`src/rtl/pmon_pkg.sv`:
```
package pmon_pkg;
  localparam int NUM_CNT   = 4;
  localparam int CNT_W     = 32;
  localparam int RET_W     = 2;
  localparam int ADDR_W    = 3;
  localparam int CODE_W    = 8;
  localparam int CNT_BASE  = 2;

  localparam int GFRZ_BIT  = 31;
  localparam int CE1_BIT   = 8;
  localparam int CEN_BIT   = 9;
  localparam int EBE_BIT   = 12;
  localparam int ALERT_BIT = 16;

  localparam logic [CODE_W-1:0] EV_CYC      = 8'h1E;
  localparam logic [CODE_W-1:0] EV_INS      = 8'h02;
  localparam logic [CODE_W-1:0] EV_CYC_C1   = 8'hF0;
  localparam logic [CODE_W-1:0] EV_INS_C1   = 8'hFE;
  localparam logic [CODE_W-1:0] EV_RUN_C4   = 8'hFA;
  localparam int RUN_CNT_IDX = 3;

  typedef struct packed {
    logic [NUM_CNT-1:0]            cntWr;
    logic [NUM_CNT-1:0][RET_W-1:0] incAmt;
  } cntStrobe_t;
endpackage

```
`src/rtl/pmon_evt_decode.sv`:
```
module pmon_evt_decode
  import pmon_pkg::*;
#(
  parameter int CNT_IDX = 0
) (
  input  logic [CODE_W-1:0] evtCode,
  input  logic              active,
  input  logic [RET_W-1:0]  retireCnt,
  input  logic              runLatch,
  output logic [RET_W-1:0]  incAmt
);
  logic isCyc;
  logic isIns;
  logic isRun;

  generate
    if (CNT_IDX == 0) begin : g_first
      assign isCyc = (evtCode == EV_CYC) || (evtCode == EV_CYC_C1);
      assign isIns = (evtCode == EV_INS) || (evtCode == EV_INS_C1);
    end else begin : g_other
      assign isCyc = (evtCode == EV_CYC);
      assign isIns = (evtCode == EV_INS);
    end
    if (CNT_IDX == RUN_CNT_IDX) begin : g_run
      assign isRun = (evtCode == EV_RUN_C4);
    end else begin : g_norun
      assign isRun = 1'b0;
    end
  endgenerate

  always_comb begin
    incAmt = '0;
    if (active) begin
      if (isCyc)                incAmt = RET_W'(1);
      else if (isIns)           incAmt = retireCnt;
      else if (isRun && runLatch) incAmt = retireCnt;
    end
  end
endmodule

```
`src/rtl/pmon_ctrl.sv`:
```
module pmon_ctrl
  import pmon_pkg::*;
(
  input  logic                            clk,
  input  logic                            rstN,
  input  logic                            regWrEn,
  input  logic [ADDR_W-1:0]               regAddr,
  input  logic [CNT_W-1:0]                regWrData,
  input  logic [RET_W-1:0]                retireCnt,
  input  logic                            runLatch,
  input  logic [NUM_CNT-1:0][CNT_W-1:0]   cntVals,
  input  logic [NUM_CNT-1:0]              crossEvt,
  output cntStrobe_t                      strobe,
  output logic [CNT_W-1:0]                regRdData,
  output logic [CNT_W-1:0]                ctlWord,
  output logic                            alertOut,
  output logic                            ebbReq
);
  localparam int EVT_W = NUM_CNT * CODE_W;

  logic                           gFreeze;
  logic [NUM_CNT-1:0]             cntFreeze;
  logic                           ceFirst;
  logic                           ceRest;
  logic                           ebEnable;
  logic                           alertFlag;
  logic                           reqFlag;
  logic [NUM_CNT-1:0][CODE_W-1:0] evtSel;

  logic ctlWr;
  logic evtWr;
  logic alertSet;
  logic alertNext;
  logic reqNext;

  assign ctlWr = regWrEn && (regAddr == ADDR_W'(0));
  assign evtWr = regWrEn && (regAddr == ADDR_W'(1));

  genvar k;
  generate
    for (k = 0; k < NUM_CNT; k++) begin : g_cnt
      logic active;
      assign active = !gFreeze && !cntFreeze[k];
      assign strobe.cntWr[k] = regWrEn && (regAddr == ADDR_W'(k + CNT_BASE));
      pmon_evt_decode #(.CNT_IDX(k)) i_dec (
        .evtCode  (evtSel[k]),
        .active   (active),
        .retireCnt(retireCnt),
        .runLatch (runLatch),
        .incAmt   (strobe.incAmt[k])
      );
    end
  endgenerate

  assign alertSet  = (crossEvt[0] && ceFirst) ||
                     ((|crossEvt[NUM_CNT-1:1]) && ceRest);
  assign alertNext = alertSet ||
                     (ctlWr ? (regWrData[ALERT_BIT] && alertFlag) : alertFlag);
  assign reqNext   = (alertSet && ebEnable) || (reqFlag && alertNext);

  always_ff @(posedge clk) begin
    if (!rstN) begin
      gFreeze   <= 1'b1;
      cntFreeze <= '0;
      ceFirst   <= 1'b0;
      ceRest    <= 1'b0;
      ebEnable  <= 1'b0;
      alertFlag <= 1'b0;
      reqFlag   <= 1'b0;
      evtSel    <= '0;
    end else begin
      alertFlag <= alertNext;
      reqFlag   <= reqNext;
      if (ctlWr) begin
        gFreeze   <= regWrData[GFRZ_BIT];
        cntFreeze <= regWrData[NUM_CNT-1:0];
        ceFirst   <= regWrData[CE1_BIT];
        ceRest    <= regWrData[CEN_BIT];
        ebEnable  <= regWrData[EBE_BIT];
      end
      if (evtWr) evtSel <= regWrData[EVT_W-1:0];
    end
  end

  always_comb begin
    ctlWord              = '0;
    ctlWord[GFRZ_BIT]    = gFreeze;
    ctlWord[NUM_CNT-1:0] = cntFreeze;
    ctlWord[CE1_BIT]     = ceFirst;
    ctlWord[CEN_BIT]     = ceRest;
    ctlWord[EBE_BIT]     = ebEnable;
    ctlWord[ALERT_BIT]   = alertFlag;
  end

  always_comb begin
    regRdData = '0;
    if (regAddr == ADDR_W'(0))      regRdData = ctlWord;
    else if (regAddr == ADDR_W'(1)) regRdData = CNT_W'(evtSel);
    else begin
      for (int i = 0; i < NUM_CNT; i++)
        if (regAddr == ADDR_W'(i + CNT_BASE)) regRdData = cntVals[i];
    end
  end

  assign alertOut = alertFlag;
  assign ebbReq   = reqFlag;
endmodule

```
`src/rtl/pmon_datapath.sv`:
```
module pmon_datapath
  import pmon_pkg::*;
(
  input  logic                          clk,
  input  logic                          rstN,
  input  cntStrobe_t                    strobe,
  input  logic [CNT_W-1:0]              regWrData,
  output logic [NUM_CNT-1:0][CNT_W-1:0] cntVals,
  output logic [NUM_CNT-1:0]            crossEvt
);
  genvar k;
  generate
    for (k = 0; k < NUM_CNT; k++) begin : g_cnt
      logic [CNT_W-1:0] cntQ;
      logic [CNT_W-1:0] sum;
      assign sum = cntQ + CNT_W'(strobe.incAmt[k]);
      assign crossEvt[k] = !strobe.cntWr[k] && (strobe.incAmt[k] != '0) &&
                           !cntQ[CNT_W-1] && sum[CNT_W-1];
      always_ff @(posedge clk) begin
        if (!rstN)                cntQ <= '0;
        else if (strobe.cntWr[k]) cntQ <= regWrData;
        else                      cntQ <= sum;
      end
      assign cntVals[k] = cntQ;
    end
  endgenerate
endmodule

```
`src/rtl/pmon_unit.sv`:
```
module pmon_unit
  import pmon_pkg::*;
(
  input  logic              clk,
  input  logic              rstN,
  input  logic              regWrEn,
  input  logic [ADDR_W-1:0] regAddr,
  input  logic [CNT_W-1:0]  regWrData,
  output logic [CNT_W-1:0]  regRdData,
  input  logic [RET_W-1:0]  retireCnt,
  input  logic              runLatch,
  output logic              alertOut,
  output logic              ebbReq
);
  cntStrobe_t                    strobe;
  logic [NUM_CNT-1:0][CNT_W-1:0] cntVals;
  logic [NUM_CNT-1:0]            crossEvt;
  logic [CNT_W-1:0]              globalCtl;

  pmon_ctrl i_ctrl (
    .clk      (clk),
    .rstN     (rstN),
    .regWrEn  (regWrEn),
    .regAddr  (regAddr),
    .regWrData(regWrData),
    .retireCnt(retireCnt),
    .runLatch (runLatch),
    .cntVals  (cntVals),
    .crossEvt (crossEvt),
    .strobe   (strobe),
    .regRdData(regRdData),
    .ctlWord  (globalCtl),
    .alertOut (alertOut),
    .ebbReq   (ebbReq)
  );

  pmon_datapath i_dp (
    .clk      (clk),
    .rstN     (rstN),
    .strobe   (strobe),
    .regWrData(regWrData),
    .cntVals  (cntVals),
    .crossEvt (crossEvt)
  );
endmodule

```
`config.mk`:
```
export PLATFORM = sky130hd
export DESIGN_NAME = pmon_unit
export DESIGN_NICKNAME = d
export VERILOG_FILES = /design/src/rtl/pmon_pkg.sv /design/src/rtl/pmon_evt_decode.sv /design/src/rtl/pmon_ctrl.sv /design/src/rtl/pmon_datapath.sv /design/src/rtl/pmon_unit.sv
export SDC_FILE = /design/constraint.sdc
export NUM_CORES = 1
export LEC_CHECK = 0
export BUFFER_PORTS_ARGS = -buffer_cell sky130_fd_sc_hd__buf_4
export CORE_MARGIN = 8
export CORE_UTILIZATION = 49
export DETAILED_ROUTE_END_ITERATION = 10
export PLACE_DENSITY_LB_ADDON = 0.3
export SKIP_CTS_REPAIR_TIMING = 1
export SLEW_MARGIN = 20
export SYNTH_ARGS = -nofsm -noshare
export SYNTH_HDL_FRONTEND = slang
export SYNTH_SLANG_ARGS = --single-unit
```
`constraint.sdc`:
```
create_clock -name clk -period 5.6 [get_ports clk]
set_input_delay 0.56 -clock clk [delete_from_list [all_inputs] [get_ports clk]]
set_output_delay 0.56 -clock clk [all_outputs]
set_load 0.005 [all_outputs]
```
# ---- Yosys cells after proc, flatten, opt, wreduce, memory -nomap -nowiden
# Cells that the tools add are included.
dict set report word_totals {
  reg_bits 170
  input_bits 41
  out_inout_bits 34
  elab_cells 111
}
dict set report classes {
  add_sub_neg 4
  n_eq_ne 16
  muxes 24
  n_reduce_logical 52
}
# operator count
set op_table {}
lappend op_table {{$mux W32} 10}
lappend op_table {{$add A32 B2 Y32} 4}
lappend op_table {{$eq A8 B2 Y1 const B} 4}
lappend op_table {{$eq A8 B5 Y1 const B} 4}
lappend op_table {{$logic_and A1 B1 Y1} 28}
lappend op_table {{$mux W2} 13}
lappend op_table {{$eq A8 B8 Y1 const B} 3}
lappend op_table {{$logic_not A1 Y1} 13}
lappend op_table {{$reduce_bool A2 Y1} 4}
lappend op_table {{$eq A3 B2 Y1 const B} 2}
lappend op_table {{$eq A3 B3 Y1 const B} 2}
lappend op_table {{$logic_or A1 B1 Y1} 5}
lappend op_table {{$eq A3 B1 Y1 const B} 1}
lappend op_table {{$logic_not A3 Y1} 1}
lappend op_table {{$reduce_or A3 Y1} 1}
lappend op_table {{$mux W1} 1}

# ---- Longest topological paths before layout
# Gate-level depths: netlist of the first run.
dict set report depth {
  ltp_word 16
  depth_mapped 15
  ltp_nobuf 14
}

# ---- By module
# From an unflattened synthesis of the first run, not the netlist that was laid out.
dict set report unflattened {
  hier_cells 1363
  area_unflattened_um2 11003.1
}
# mod instances cells_each area_each_um2 seq_area_each_um2
set modules_own_cells {}
lappend modules_own_cells {pmon_datapath 1 926 7417.1 2562.5}
lappend modules_own_cells {pmon_ctrl 1 395 3260.6 840.8}
lappend modules_own_cells {{pmon_evt_decode (i_ctrl.g_cnt[1].i_dec ...)} 2 7 63.8 0.0}
lappend modules_own_cells {{pmon_evt_decode (i_ctrl.g_cnt[3].i_dec)} 1 14 106.4 0.0}
lappend modules_own_cells {{pmon_evt_decode (i_ctrl.g_cnt[0].i_dec)} 1 14 91.3 0.0}

# ---- Worst setup path after synthesis of the first run
# No wires, ideal clock.
dict set report synth_path {
  kind {register to register}
  from {register i_ctrl.evtSel[16] (netlist bit)}
  to {register i_dp.g_cnt[2].cntQ[30]}
  setup_ns 0.086
  arrival_time_ns 3.178
  t_required_ns 5.514
  path_slack_ns 2.336
  stages_incl_launch_ff 14
  path_buffers 1
  synth_period_minus_slack_ns 3.264
  cell_sequence {dfxtp_1 > or4b_1 > nor4_1 > a21boi_0 > ha_1 > inv_1 > fa_1 > nor4bb_1 > buf_2 > nand4_1 > nor2_1 > nand3_1 > xor2_1 > a211oi_1}
}
dict set report synth_between {
  elab_chain_cells 6
  elab_cells_between_ends 7
  classes_between {add/sub: 1; eq/ne: 2; mux: 4}
}
# element line
set synth_rtl {}
lappend synth_rtl {{start: declaration} pmon_ctrl.sv:28} ;# logic [NUM_CNT-1:0][CODE_W-1:0] evtSel;
lappend synth_rtl {{start signal: assignment} pmon_ctrl.sv:81} ;# if (evtWr) evtSel <= regWrData[EVT_W-1:0];
lappend synth_rtl {{$eq A8 B2 Y1} pmon_evt_decode.sv:22} ;# assign isIns = (evtCode == EV_INS);
lappend synth_rtl {{$mux W2} pmon_evt_decode.sv:35} ;# else if (isIns) incAmt = retireCnt;
lappend synth_rtl {{$mux W2 *} pmon_evt_decode.sv:34} ;# if (isCyc) incAmt = RET_W'(1);
lappend synth_rtl {{$mux W2 *} pmon_evt_decode.sv:33} ;# if (active) begin
lappend synth_rtl {{$add A32 B2 Y32 *} pmon_datapath.sv:16} ;# assign sum = cntQ + CNT_W'(strobe.incAmt[k]);
lappend synth_rtl {{$mux W32 *} pmon_datapath.sv:21} ;# else if (strobe.cntWr[k]) cntQ <= regWrData;
lappend synth_rtl {{end signal: assignment} pmon_datapath.sv:21}
lappend synth_rtl {{end signal: assignment} pmon_datapath.sv:22} ;# else cntQ <= sum;
lappend synth_rtl {{end: declaration} pmon_datapath.sv:14} ;# logic [CNT_W-1:0] cntQ;
# Every way passes the cells marked *; elsewhere a longest branch is shown, timed or not.
# A chain may end at the register's enable or synchronous reset.

# ---- Worst setup path after layout of the first run
# Ends and elaborated chain as after synthesis.

==> flow_summary.toml, run 1 <==
[layout]
final_common_cell = "nand2_1"
fin_cells = 1583
fin_nets = 1354
layout_common_cells = "174 x nand2_1, 170 x dfxtp_1, 166 x nor2_1, 104 x a21oi_1, 100 x a211oi_1"
area_growth_pct = 12.80
n_antenna_cell = 0
drive_above_1_share_pct = 10.74
fillers = 1926

[floorplan]
die_y_um = 158.3
rows = 52
core_um2 = 20040
die_w_um = 158.3
pin_count = 75
die_area_um2 = 25040
start_util_pct = 49.48

[synthesis]
synth.distinct_cells = 61
synth-async-reset-ratio_pct = 0
synth.largest_area_cell = "dfxtp_1"
ys_ff_latch = 170
yosysTopAreaCellShare_pct = 34.32
syn_area_um2 = 9916
postSynthAreaPerCell_um2 = 7.723
synth_edf_count = 0
ys_seq_area_share_pct = 34.32
synth_area_leaders = "dfxtp_1 34%, a211oi_1 7.6%, nand2_1 6.6%"
synthFlopType = "dfxtp_1"
syn-instance-count = 1284
syn_nets = 1337
ys_warn_count = 0

[timing]
final_max_slew_viol_count = 0
slew_headroom_pct = 25.09
rsz0062_at_grt = "no"
max_slew.worst_pin.slew_ns = 1.121
worst_clock_skew_ns = 0.007697
finalHoldViolCount = 0
tns_ns = 0
timing.fmax_mhz = 259.5
setup_viol = 0
timing.final.crit_share_pct = 68.83
finalCriticalPeriod_ns = 3.854

[critical_path]
critical_path_arrival_ns = 4.20
r2r_slack_ns = 1.75
crit_chain = "or4b_1 -> nor4_1 -> a21boi_0 -> ha_1 -> inv_1 -> fa_1 -> nor4bb_1 -> buf_4 -> nand4_1 -> nor2_1 -> nand3_1 -> xor2_1 -> a211oi_1"
reg2reg_from = "i_ctrl.evtSel[16]$_SDFFE_PN0P_"
cp.required_ns = 5.94
worstPathMaxFanout = 7
cpMaxStageDelayCell = "or4b_1"
reg2reg_depth = 13
max_stage_delay_ns = 0.51
worstReg2RegEnd = "i_dp.g_cnt[2].cntQ[30]$_SDFF_PN0_"
cp-start-kind = "flop"
endpoint_kind = "flop"
path_class = "flop to flop"

[detailed_routing]
dr.pass1.iters = 9
wl_per_cell_um = 20.58
antenna_left = 0
vias = 9770
drtIter0Drc = 1354
routed_wl_um = 32580
viasPerCell = 6.172
post-route-drc-count = 0

[min_path]
hp-class = "input port to flop"
holdPathEnd = "i_ctrl.evtSel[25]$_SDFFE_PN0P_"
hp-start = "regWrData[25]"
hold_depth = 3

[grt]
grt.total_usage_pct = 26.22
grt_pass1_vias = 9044
grt_pass1_wl_um = 50720
grt_max_degree = 94
grt_overflow = 0
antenna_found_initial = 0

[clock_network]
cts_max_level = 4
root_buffer = "clkbuf_16"
clkTransAtPathRegs_ns = 0.06
clkLatencyLatePin_ns = 0.44
tritoncts = "done"
numCtsBuffers = 17
clk_path_buf_depth = 2
cts.sink_count = 170

[power_and_ir_drop]
ir_drop_uv = 213.6
powerDensity_nw_per_um2 = 249.1
power.leakage_nw = 4.070

[status]
status = "complete, no violations"

[placed_design]
dp_hpwl_um = 22460
dp_cells = 1552
portBuffers = 74
gp_congestion = 0.9013

[job]
drv_cap = 0
-- layout make-up --
type,count,area [um^2],share of cell area [%]
multi-input combinational,1008,6145,54.94
tap,270,337.8,3.020
timing repair buffer,84,630.6,5.638
inverter,20,77.57,0.6936
sequential,170,3403,30.43
clock buffer,24,501.7,4.486
clock inverter,7,88.84,0.7943
-- stage by stage --
step	total power, mW	util, %	setup WS (ns)	hold WS (ns)	cell area, um^2
after floorplan	1.470	-	2.336	0.4436	9916
after global placement	1.599	52.85	1.937	0.4529	10590
after detailed placement	1.603	52.85	1.805	0.4593	10590
after CTS	2.790	55.80	1.770	0.4045	11180
after global routing	2.875	55.81	1.468	0.4182	11180
final	2.786	55.81	1.746	0.4146	11180
-- sequential cells by signal, indices dropped and copies added (netlist names) --
name / cells
i_ctrl.alertOut: 1
i_ctrl.ceFirst: 1
i_ctrl.ceRest: 1
i_ctrl.cntFreeze: 4
i_ctrl.ebEnable: 1
i_ctrl.ebbReq: 1
i_ctrl.evtSel: 32
i_ctrl.gFreeze: 1
i_dp.g_cnt.cntQ: 128
-- kinds of logic (layout without fill, tap and decap cells) --
kind of cell    Yosys count  count (layout)  synth area share (%)
compound gates          326             326                 21.44
xor+xnor                108             108                 9.539
fa+ha+maj                12              12                 1.817
buf+inv                 106             135                 4.038
flops                   170             170                 34.32
mux                      25              25                 2.524
simple gates            537             537                 26.32
-- critical path, delay by kind of cell, from the launching register on --
kind,cells,cell delay [ns]
simple gates,6,1.85
fa+ha+maj,2,0.65
compound gates,2,0.52
flops,1,0.32
buf+inv,2,0.27
xor+xnor,1,0.15
-- cell usage after synthesis, drive strengths merged (21+ instances only) --
master / instances
clkbuf: 81
xor2: 66
nand4: 34
nor2: 167
nand2b: 23
nand2: 175
a222oi: 21
o21ai: 55
a21o: 22
dfxtp: 170
xnor2: 42
mux2i: 25
a21oi: 104
nand3: 41
a211oi: 100
-- how the worst max path moves through the flow --
| stage | slack (ns) | to | depth (start not counted) | startpoint |
|---|---|---|---|---|
| after CTS | 1.77 | i_dp.g_cnt[1].cntQ[28]$_SDFF_PN0_ | 12 | i_ctrl.evtSel[8]$_SDFFE_PN0P_ |
| after global placement | 1.94 | i_dp.g_cnt[2].cntQ[30]$_SDFF_PN0_ | 13 | i_ctrl.evtSel[16]$_SDFFE_PN0P_ |
| final | 1.75 | i_dp.g_cnt[2].cntQ[30]$_SDFF_PN0_ | 13 | i_ctrl.evtSel[16]$_SDFFE_PN0P_ |
| after detailed placement | 1.80 | i_dp.g_cnt[2].cntQ[30]$_SDFF_PN0_ | 13 | i_ctrl.evtSel[16]$_SDFFE_PN0P_ |
| after global routing | 1.47 | i_dp.g_cnt[2].cntQ[30]$_SDFF_PN0_ | 13 | i_ctrl.evtSel[16]$_SDFFE_PN0P_ |
| after floorplan | 2.34 | i_dp.g_cnt[2].cntQ[30]$_SDFF_PN0_ | 13 | i_ctrl.evtSel[16]$_SDFFE_PN0P_ |
-- routing by layer --
layer	wire [um]	up-vias	GRT usage, %
met2	14690	485	41.10
met4	1642	0	13.61
li1	-	4618	-
met3	2582	85	4.669
met5	0	-	0
met1	13670	4582	33.95
-- power breakdown --
| group | internal (mW) | switching (mW) |
|---|---|---|
| clock network | 0.712 | 0.491 |
| logic | 0.107 | 0.179 |
| registers | 1.25 | 0.0496 |
(Power assumes the default switching activity.)
==> inputs of run 2 (changes only) <==
==> constraint.sdc (replaced) <==
create_clock -name clk -period 3.46 [get_ports clk]
set_input_delay 0.346 -clock clk [delete_from_list [all_inputs] [get_ports clk]]
set_output_delay 0.346 -clock clk [all_outputs]
set_load 0.005 [all_outputs]
==> flow_summary.toml, run 2 (synthesized netlist as in run 1, its figures left out) <==
[critical_path]
r2r_slack_ns = 0.09
path_buf_inv = 2
reg2reg_depth = 14
endpoint = "i_dp.g_cnt[0].cntQ[30]$_SDFF_PN0_"
path_class = "flop to flop"
cp-start-kind = "flop"
critical_path_arrival_ns = 3.71
cp.required_ns = 3.79
cp-startpoint = "i_ctrl.evtSel[3]$_SDFFE_PN0P_"
worstPathMaxFanout = 4
crit_top_cell = "buf_4"
crit_chain = "buf_4 -> nor4b_1 -> nand2_1 -> o21ai_0 -> a21oi_1 -> nor3_1 -> ha_2 -> buf_4 -> fa_1 -> nand4_1 -> nor3_4 -> nand3_1 -> or3_1 -> a311oi_1"
reg2reg_from = "i_ctrl.evtSel[3]$_SDFFE_PN0P_"
worstReg2RegEnd = "i_dp.g_cnt[0].cntQ[30]$_SDFF_PN0_"
max_stage_delay_ns = 0.33
worst-path-stages = 14
cpLargestDelayFamily = "simple AND/OR/NAND/NOR gates"
cpMaxStageDelayCell = "dfxtp_1"
endpoint_kind = "flop"

[layout]
area_growth_pct = 16.38
n_antenna_cell = 0
drive_above_1_share_pct = 14.19
final_common_cell = "nand2_1"
layout_common_cells = "175 x nand2_1, 168 x dfxtp_1, 165 x nor2_1, 116 x buf_4, 104 x a21oi_1"
fin_util_pct = 57.59
largest_reg_flops = 128
fillers = 1879
fin_nets = 1387
largestRegisters = "i_dp.g_cnt.cntQ x128, i_ctrl.evtSel x32, i_ctrl.cntFreeze x4"
top_register = "i_dp.g_cnt.cntQ"

[timing]
final_max_slew_viol_count = 0
timing.final.crit_share_pct = 97.51
setup_viol = 0
worst_clock_skew_ns = 0.009746
max_slew.worst_pin.slew_ns = 1.053
finalHoldViolCount = 0
timing.fmax_mhz = 296.4
slew_headroom_pct = 29.26
whs_ns = 0.2055
finalCriticalPeriod_ns = 3.374
final.setup.worst_slack_ns = 0.08611

[placed_design]
portBuffers = 74
dp_slack_ns = 0.03200
dp_hpwl_um = 23380
gp_congestion = 0.9246

[power_and_ir_drop]
p_sw_mw = 1.205
p_int_mw = 3.370
ir_drop_uv = 285.0
power_frac_comb_pct = 10.5
p_seq_share_pct = 45.8
power.total_mw = 4.575
swShare_pct = 26.35
p_clk_share_pct = 43.7
powerDensity_nw_per_um2 = 396.5
power.leakage_nw = 4.276

[clock_network]
cts_max_level = 4
numCtsBuffers = 17
clk_path_buf_depth = 2
root_buffer = "clkbuf_16"
tritoncts = "done"
clkTransAtPathRegs_ns = 0.07
cts.sink_count = 170
clkLatencyLatePin_ns = 0.43

[detailed_routing]
drtIter0Drc = 1098
routed_wl_um = 33510
vias = 9948
viasPerCell = 6.156
post-route-drc-count = 0
antenna_left = 0
wl_per_cell_um = 20.74
dr.pass1.iters = 8

[grt]
grt-busiest-layer = "met2"
grt_pass1_wl_um = 52100
grt_use_met1_pct = 34.66
grt.total_usage_pct = 26.89
grt_util_met2_pct = 41.45
grt_pass1_vias = 9225
grtUsageMet3_pct = 5.157
grt_max_degree = 63
antenna_found_initial = 0
grt_overflow = 0

[floorplan]
rows = 52
die_area_um2 = 25040
die_w_um = 158.3
pin_count = 75
die_y_um = 158.3
core_um2 = 20040
start_util_pct = 49.48

[status]
status = "complete, no violations"

[min_path]
hp-class = "input port to flop"

[job]
drv_cap = 0
[run 2: cell types whose count changed in the layout (fill, tap and decap cells not counted), moves of 2 or more]
cell,delta
a21boi_0,-4
a21boi_2,+3
buf_4,+32
clkbuf_8,-3
clkinv_4,+2
clkinvlp_4,+2
dfxtp_1,-2
dfxtp_2,+2
nor4_4,+2
[run 2: power by group through the flow]
stage / Clock, mW / Sequential [mW] / Combinational (mW)
3_3_place_gp: 0 / 2.14 / 0.463
2_1_floorplan: 0 / 2.11 / 0.265
4_1_cts: 2.01 / 2.09 / 0.471
3_5_place_dp: 0 / 2.14 / 0.468
6_report: 2.00 / 2.10 / 0.479
5_1_grt: 2.10 / 2.10 / 0.515
[run 2: final cells by class]
cell class	instances	area, um^2	share of cell area, %
Sequential cell	170	3406	29.51
Clock buffer	20	456.7	3.958
Tap cell	270	337.8	2.927
Clock inverter	11	146.4	1.269
Inverter	20	77.57	0.6722
Timing Repair Buffer	117	890.9	7.720
Multi-Input combinational cell	1008	6225	53.94
[run 2: how the worst min path moves through the flow]
stage / startpoint / to / slack, ns / cells after the start
6_report: regWrData[25] / i_ctrl.evtSel[25]$_SDFFE_PN0P_ / 0.21 / 3
5_1_grt: regWrData[25] / i_ctrl.evtSel[25]$_SDFFE_PN0P_ / 0.20 / 3
4_1_cts: regWrData[25] / i_ctrl.evtSel[25]$_SDFFE_PN0P_ / 0.19 / 3
3_5_place_dp: i_ctrl.evtSel[16]$_SDFFE_PN0P_ / i_ctrl.evtSel[16]$_SDFFE_PN0P_ / 0.46 / 2
3_3_place_gp: i_ctrl.evtSel[16]$_SDFFE_PN0P_ / i_ctrl.evtSel[16]$_SDFFE_PN0P_ / 0.45 / 2
2_1_floorplan: i_ctrl.evtSel[16]$_SDFFE_PN0P_ / i_ctrl.evtSel[16]$_SDFFE_PN0P_ / 0.44 / 2
[run 2: layer usage]
layer,share of wire [%],vias up,routed length (um)
li1,-,4690,-
met1,41,4685,13850
met2,44,476,14890
met3,8.6,97,2882
met4,5.6,0,1893
met5,0,-,0
[run 2: worst min-delay path, stage by stage]
cell and delay (ns):
buf_4 0.14, nand2_1 0.06, a21oi_1 0.05
[run 2: stage by stage]
step                      cell area (um^2)  TNS [ns]  instances
after floorplan                       9916         0       1284
after global placement               10830         0       1582
after detailed placement             10830         0       1582
after CTS                            11430  -0.08814       1613
after global routing                 11540   -0.2141       1616
final                                11540         0       1616
